`src/rtl/lifo_pkg.sv`:
```
package lifo_pkg;
   typedef enum logic [1:0] {
      OP_NONE = 2'd0,
      OP_PUSH = 2'd1,
      OP_POP  = 2'd2
   } op_e;

   localparam int unsigned LIM_UPPER = 0;
   localparam int unsigned LIM_LOWER = 1;
   localparam int unsigned LIM_COUNT = 2;
endpackage

```
`src/rtl/lifo_limits.sv`:
```
module lifo_limits #(
   parameter int unsigned AW     = 12,
   parameter int unsigned RST_HI = 3000,
   parameter int unsigned RST_LO = 4001
) (
   input  logic          clk,
   input  logic          rst_n,
   input  logic          we_i,
   input  logic          sel_i,
   input  logic [AW-1:0] data_i,
   output logic [AW-1:0] hi_o,
   output logic [AW-1:0] lo_o
);
   import lifo_pkg::*;

   logic [AW-1:0] lim_q [LIM_COUNT];

   for (genvar gi = 0; gi < LIM_COUNT; gi++) begin : g_lim
      localparam int unsigned RV = (gi == LIM_UPPER) ? RST_HI : RST_LO;
      always_ff @(posedge clk or negedge rst_n) begin
         if (!rst_n)
            lim_q[gi] <= AW'(RV);
         else if (we_i && (sel_i == 1'(gi)))
            lim_q[gi] <= data_i;
      end
   end

   assign hi_o = lim_q[LIM_UPPER];
   assign lo_o = lim_q[LIM_LOWER];
endmodule

```
`src/rtl/lifo_ptr.sv`:
```
module lifo_ptr #(
   parameter int unsigned AW     = 12,
   parameter int unsigned RST_SP = 4001
) (
   input  logic            clk,
   input  logic            rst_n,
   input  lifo_pkg::op_e   op_i,
   input  logic [AW-1:0]   hi_i,
   input  logic [AW-1:0]   lo_i,
   output logic [AW-1:0]   sp_o,
   output logic [AW-1:0]   sp_dn_o,
   output logic            push_ok_o,
   output logic            pop_ok_o,
   output logic            ovf_set_o,
   output logic            udf_set_o
);
   import lifo_pkg::*;

   logic [AW-1:0] sp_q;
   logic          room_below;
   logic          item_above;

   // pointer-1 < hi  <=>  pointer <= hi ; pointer+1 > lo  <=>  pointer >= lo
   assign room_below = (sp_q > hi_i);
   assign item_above = (sp_q < lo_i);

   assign push_ok_o = (op_i == OP_PUSH) &&  room_below;
   assign ovf_set_o = (op_i == OP_PUSH) && !room_below;
   assign pop_ok_o  = (op_i == OP_POP)  &&  item_above;
   assign udf_set_o = (op_i == OP_POP)  && !item_above;

   assign sp_dn_o = sp_q - AW'(1);
   assign sp_o    = sp_q;

   always_ff @(posedge clk or negedge rst_n) begin
      if (!rst_n)
         sp_q <= AW'(RST_SP);
      else if (push_ok_o)
         sp_q <= sp_dn_o;
      else if (pop_ok_o)
         sp_q <= sp_q + AW'(1);
   end
endmodule

```
`src/rtl/lifo_rdseq.sv`:
```
module lifo_rdseq #(
   parameter int unsigned DW = 16
) (
   input  logic          clk,
   input  logic          rst_n,
   input  logic          start_i,
   input  logic [DW-1:0] rdata_i,
   output logic          busy_o,
   output logic          valid_o,
   output logic [DW-1:0] data_o
);
   logic          busy_q;
   logic          valid_q;
   logic [DW-1:0] data_q;

   always_ff @(posedge clk or negedge rst_n) begin
      if (!rst_n) begin
         busy_q  <= 1'b0;
         valid_q <= 1'b0;
         data_q  <= '0;
      end else begin
         busy_q  <= start_i;
         valid_q <= busy_q;
         if (busy_q)
            data_q <= rdata_i;
      end
   end

   assign busy_o  = busy_q;
   assign valid_o = valid_q;
   assign data_o  = data_q;
endmodule

```
`src/rtl/lifo_stack_ctrl.sv`:
```
module lifo_stack_ctrl #(
   parameter int unsigned AW     = 12,
   parameter int unsigned DW     = 16,
   parameter int unsigned RST_SP = 4001,
   parameter int unsigned RST_HI = 3000,
   parameter int unsigned RST_LO = 4001
) (
   input  logic          clk,
   input  logic          rst_n,
   input  logic          push_i,
   input  logic          pop_i,
   input  logic [DW-1:0] push_data_i,
   output logic [DW-1:0] pop_data_o,
   output logic          pop_valid_o,
   output logic          busy_o,
   output logic [AW-1:0] sp_o,
   output logic [AW-1:0] mem_addr_o,
   output logic          mem_we_o,
   output logic [DW-1:0] mem_wdata_o,
   input  logic [DW-1:0] mem_rdata_i,
   input  logic          lim_we_i,
   input  logic          lim_sel_i,
   input  logic [AW-1:0] lim_data_i,
   output logic          ovf_o,
   output logic          udf_o
);
   import lifo_pkg::*;

   localparam int unsigned ADDR_MAX = (1 << AW) - 1;

   if (AW < 2 || AW > 30) begin : g_bad_aw
      $error("lifo_stack_ctrl: AW out of range");
   end
   if (DW < 1) begin : g_bad_dw
      $error("lifo_stack_ctrl: DW must be positive");
   end
   if (RST_SP > ADDR_MAX || RST_HI > ADDR_MAX || RST_LO > ADDR_MAX) begin : g_bad_rst
      $error("lifo_stack_ctrl: reset value does not fit AW");
   end
   if (RST_HI > RST_LO) begin : g_bad_win
      $error("lifo_stack_ctrl: upper bound above lower bound");
   end

   logic [AW-1:0] hi_w, lo_w, sp_w, sp_dn_w;
   logic          push_ok, pop_ok, ovf_set, udf_set;
   logic          busy_w;
   op_e           op;
   logic          ovf_q, udf_q;

   always_comb begin
      if (busy_w)      op = OP_NONE;
      else if (push_i) op = OP_PUSH;
      else if (pop_i)  op = OP_POP;
      else             op = OP_NONE;
   end

   lifo_limits #(.AW(AW), .RST_HI(RST_HI), .RST_LO(RST_LO)) u_lim (
      .clk    (clk),
      .rst_n  (rst_n),
      .we_i   (lim_we_i),
      .sel_i  (lim_sel_i),
      .data_i (lim_data_i),
      .hi_o   (hi_w),
      .lo_o   (lo_w)
   );

   lifo_ptr #(.AW(AW), .RST_SP(RST_SP)) u_ptr (
      .clk       (clk),
      .rst_n     (rst_n),
      .op_i      (op),
      .hi_i      (hi_w),
      .lo_i      (lo_w),
      .sp_o      (sp_w),
      .sp_dn_o   (sp_dn_w),
      .push_ok_o (push_ok),
      .pop_ok_o  (pop_ok),
      .ovf_set_o (ovf_set),
      .udf_set_o (udf_set)
   );

   lifo_rdseq #(.DW(DW)) u_rd (
      .clk     (clk),
      .rst_n   (rst_n),
      .start_i (pop_ok),
      .rdata_i (mem_rdata_i),
      .busy_o  (busy_w),
      .valid_o (pop_valid_o),
      .data_o  (pop_data_o)
   );

   always_ff @(posedge clk or negedge rst_n) begin
      if (!rst_n) begin
         ovf_q <= 1'b0;
         udf_q <= 1'b0;
      end else begin
         ovf_q <= ovf_set;
         udf_q <= udf_set;
      end
   end

   assign mem_we_o    = push_ok;
   assign mem_addr_o  = (op == OP_PUSH) ? sp_dn_w : sp_w;
   assign mem_wdata_o = push_data_i;
   assign busy_o      = busy_w;
   assign sp_o        = sp_w;
   assign ovf_o       = ovf_q;
   assign udf_o       = udf_q;
endmodule

```
`config.mk`:
```
export PLATFORM = sky130hd
export DESIGN_NAME = lifo_stack_ctrl
export DESIGN_NICKNAME = d
export VERILOG_FILES = /design/src/rtl/lifo_pkg.sv /design/src/rtl/lifo_limits.sv /design/src/rtl/lifo_ptr.sv /design/src/rtl/lifo_rdseq.sv /design/src/rtl/lifo_stack_ctrl.sv
export SDC_FILE = /design/constraint.sdc
export NUM_CORES = 1
export LEC_CHECK = 0
export BUFFER_PORTS_ARGS = -buffer_cell sky130_fd_sc_hd__buf_2
export CORE_MARGIN = 2
export CORE_UTILIZATION = 45
export CTS_CLUSTER_DIAMETER = 40
export DETAILED_ROUTE_END_ITERATION = 8
export PLACE_DENSITY = 0.79
export REMOVE_ABC_BUFFERS = 1
export SLEW_MARGIN = 5
export SYNTH_ARGS = -nofsm -noshare
export SYNTH_HDL_FRONTEND = slang
export SYNTH_SLANG_ARGS = --single-unit
```
`constraint.sdc`:
```
create_clock -name clk -period 2.3 [get_ports clk]
set_input_delay 0 -clock clk [delete_from_list [all_inputs] [get_ports clk]]
set_output_delay 0 -clock clk [all_outputs]
set_load 0.01 [all_outputs]
```
==> run summary <==
The total via count after detailed routing is between 2,000 and 3,000. TritonCTS built the clock tree. The CTS clock-pin slew for the worst setup and hold paths is 120 ps. The worst min-delay path category is in2out. Along the worst hold path, the cell count comes to 0. Traced cell by cell, the critical path runs through buf_6 > buf_4 > buf_4 > ha_4 > o21ai_1 > o21ai_1 > o2111a_2 > nor3_4 > buf_6 > a311oi_1 > a211oi_1. The final critical delay including setup and external delays came out at between 2000 and 3000 ps.

After floorplanning, the core was sized to cover around 6800 sq um. The global-route wire length before repair came out at 14,500 um. In the post-synthesis netlist, the biggest area contributors are sky130_fd_sc_hd__dfrtp_1 (27%), sky130_fd_sc_hd__dfstp_2 (17%), sky130_fd_sc_hd__mux2_2 (10%).

The data arrival time at the worst-slack endpoint came out at between 2000 and 3000 ps. The Yosys step of the flow raised 0 warnings. Entering global routing, the biggest net connects 57 pins. The register bit total from synthesis came out at 56. The number of inserted filler cells in the final layout is 450. The final routed wire length divided by cell count is 19.8 um.

The count of cell instances traversed by the critical path came out at 11. The count of nets left with antenna violations once routing finished came out at 0. STA classifies the critical path startpoint as a flip-flop. The number of detailed-route iterations in the first pass came out at 5.

The static leakage came out at 2.27 nW. The routed wire length is 10,700 um. The final sum of negative setup slack came out at -2070 ps.

The instance count after placement with tap cells included is 471. The die outline width is just under 90 um. The die covers 7790 sq um.

The synthesized area per cell is 10.9 sq um. The insertion delay of the later-clocked pin in the worst-skew pair is 330 ps. The slowest cell on the critical path is sky130_fd_sc_hd__dfrtp_1. The count of cells in the finished layout, fillers not included, comes to 540. In the finished design, the share of the clock period the worst path needs comes to 1.12. For this design the ratio of total power to cell area is between 900 and 1000 nW/um^2. 0 antenna diodes ended up in the layout. The depth of the most critical reg-to-reg path is 11.

The net count of the finished layout is 518. Summed over all layers, the global routing overflow is 0. The number of rows in the core area is 30. The run finished, with violations left. The worst hold slack across all endpoints is 0.122 ps. The H-tree depth came out at 2. The number of maximum-capacitance constraint violations is 0. The final reports fail on setup timing. The maximum achievable frequency came out at slightly below 0.4 GHz. In the routed design, unresolved DRC markers number 0. The global placer's final weighted congestion came out at 0.884.

The tree is rooted in a sky130_fd_sc_hd__clkbuf_8. In this run the tightest slew margin relative to its limit is 0.527. The area added between synthesis and finish came out at 49.5%. The setup path with the least slack is of type reg2reg. The cell type contributing the most total cell area after synthesis is sky130_fd_sc_hd__dfrtp_1.

The critical path's top delay family is compound AO/OA/AOI/OAI gates. The worst vdd rail ir drop came out at 0.000370 V. The clock sink count is between 50 and 60. The number of top-level design ports came out at 111.

For this configuration, the core starts out at a cell density of 0.468. For this run, the register share of the synthesized area comes to 0.447. Yosys instantiated no cell more often than sky130_fd_sc_hd__dfrtp_1. The synthesized instance count is 293. In the synthesized netlist the dominant register cell turns out to be sky130_fd_sc_hd__dfrtp_1. Data on the critical path is required at its endpoint by 2500 ps. The height of the chip is 88.3 um. At the pin with the least slew margin, the transition time is just over 700 ps. The per-cell via count in the routed design came out at 5.50. The maximum buffer depth of the clock tree came out at 2.

Setup repair after global routing could not meet its margin everywhere. The area of the mapped netlist came out at 3200 sq um. The type of destination of the critical path is a flip-flop. The count of input and output buffers came out at 78. The detailed placement HPWL came out at approximately 5800 um. Counting instances in the post-synthesis netlist gives the leading cell types as sky130_fd_sc_hd__dfrtp_1 (35), sky130_fd_sc_hd__mux2_2 (29), sky130_fd_sc_hd__inv_1 (28), sky130_fd_sc_hd__ha_1 (25), sky130_fd_sc_hd__dfstp_2 (21). The setup slack of the critical path after layout came out at -274 ps. In this run, synthesis inferred 0 flip-flops with an integrated enable. The ratio of cells with drive above 1 in the final layout is 0.559. The first routing iteration left 265 violations. The number of distinct standard cells referenced by the synthesized netlist came out at 49. The total global-route track usage came out at 0.245. The maximum single-stage delay on the critical path came out at 460 ps.

Setup violations remaining at the end of the flow were counted as 17. The number of pins exceeding their max-slew limit in the final report was 0. The maximum net fanout on the critical path came out at 5. The via count of the first global-routing pass came out at between 2,000 and 3,000. Of the post-synthesis cell area, the dominant cell type holds 0.274. The number of failing hold endpoints at the final stage was 0. The initial antenna violation count is 0. The post-route clock skew is 15.5 ps. For this run, asynchronously set or reset flops after synthesis account for 1.00. The number of buffers created by CTS is 5. The critical path buffer and inverter count is 4.
-- layer usage --
metal	vias up	track usage	wire, um
li1	1297	-	-
met1	1454	0.319	4200
met2	176	0.403	5300
met3	41	0.0616	799
met4	0	0.0785	410
met5	-	0	0
-- layout by cell type (no fill, tap or decap), types with 15 or more instances in the layout --
cell	synthesis	layout
sky130_fd_sc_hd__dlygate4sd3_1	0	30
sky130_fd_sc_hd__buf_6	1	17
sky130_fd_sc_hd__dfrtp_1	35	35
sky130_fd_sc_hd__ha_1	25	15
sky130_fd_sc_hd__nand2_1	18	18
sky130_fd_sc_hd__xnor2_1	16	15
sky130_fd_sc_hd__mux2_2	29	29
sky130_fd_sc_hd__dfstp_2	21	21
sky130_fd_sc_hd__inv_1	28	26
sky130_fd_sc_hd__buf_2	1	77
sky130_fd_sc_hd__buf_4	16	46
-- cell type report --
cell class	count	area, sq um	share of cell area
Clock buffer	5	68.8	0.0144
Clock inverter	3	27.5	0.00576
Inverter	30	115	0.0241
Multi-Input combinational cell	180	1800	0.376
Sequential cell	56	1430	0.299
Tap cell	96	120	0.0251
Timing Repair Buffer	170	1220	0.256
-- through the flow --
stage | instance area (sq um) | power, W | setup slack [ps] | util
2_1_floorplan | 3030 | 0.00240 | -19.1 | -
3_3_place_gp | 3770 | 0.00311 | -236 | 0.552
3_5_place_dp | 3770 | 0.00319 | -407 | 0.552
4_1_cts | 4500 | 0.00408 | -153 | 0.659
5_1_grt | 4780 | 0.00470 | -332 | 0.699
6_report | 4780 | 0.00450 | -274 | 0.699
-- state kept, by name, indices dropped and copies added (netlist names) --
register and count:
ovf_o 1, u_lim.hi_o 12, u_lim.lo_o 12, u_ptr.sp_o 12, u_rd.busy_o 1, u_rd.data_o 16, u_rd.valid_o 1, udf_o 1
-- cells by family (layout without fill, tap and decap cells) --
group,Yosys count,count (layout),share of synthesized area
flip-flops,56,56,0.447
multiplexers,29,29,0.102
adder cells (fa/ha/maj),25,25,0.0978
AO/OA/AOI/OAI,43,43,0.0881
AND/OR/NAND/NOR,61,61,0.116
XOR/XNOR,22,22,0.0603
buffers and inverters,57,208,0.0888
-- worst paths after layout --
path / start / end / slack (ps)
hold / removal: push_data_i[0] / mem_wdata_o[0] / 0.1
setup / recovery: u_ptr.sp_o[1]$_DFFE_PN0P_ / u_ptr.sp_o[1]$_DFFE_PN0P_ / -270
hold reg to reg: u_rd.data_o[11]$_DFFE_PN0P_ / u_rd.data_o[11]$_DFFE_PN0P_ / 520
setup reg to reg: u_ptr.sp_o[1]$_DFFE_PN0P_ / u_ptr.sp_o[1]$_DFFE_PN0P_ / -270
max in group asynchronous: rst_n / u_lim.lo_o[4]$_DFFE_PN0P_ / 1460
min in group asynchronous: rst_n / u_rd.data_o[2]$_DFFE_PN0P_ / 360
-- power breakdown --
group / leakage, nW / internal [W] / switching [W]
Sequential: 0.639 / 0.00130 / 0.000177
Combinational: 1.58 / 0.00116 / 0.00126
Clock: 0.0463 / 0.000225 / 0.000379
Total: 2.27 / 0.00268 / 0.00181
-- timing repair --
item	in CTS	in global routing
setup buffers	18	12
setup endpoints to repair	20	19
hold buffers	30	0
gates resized for setup	35	34
cloned	1	0
endpoints found under the hold margin	76	0
pin swaps	15	23
Power figures use the tool's default switching activity.
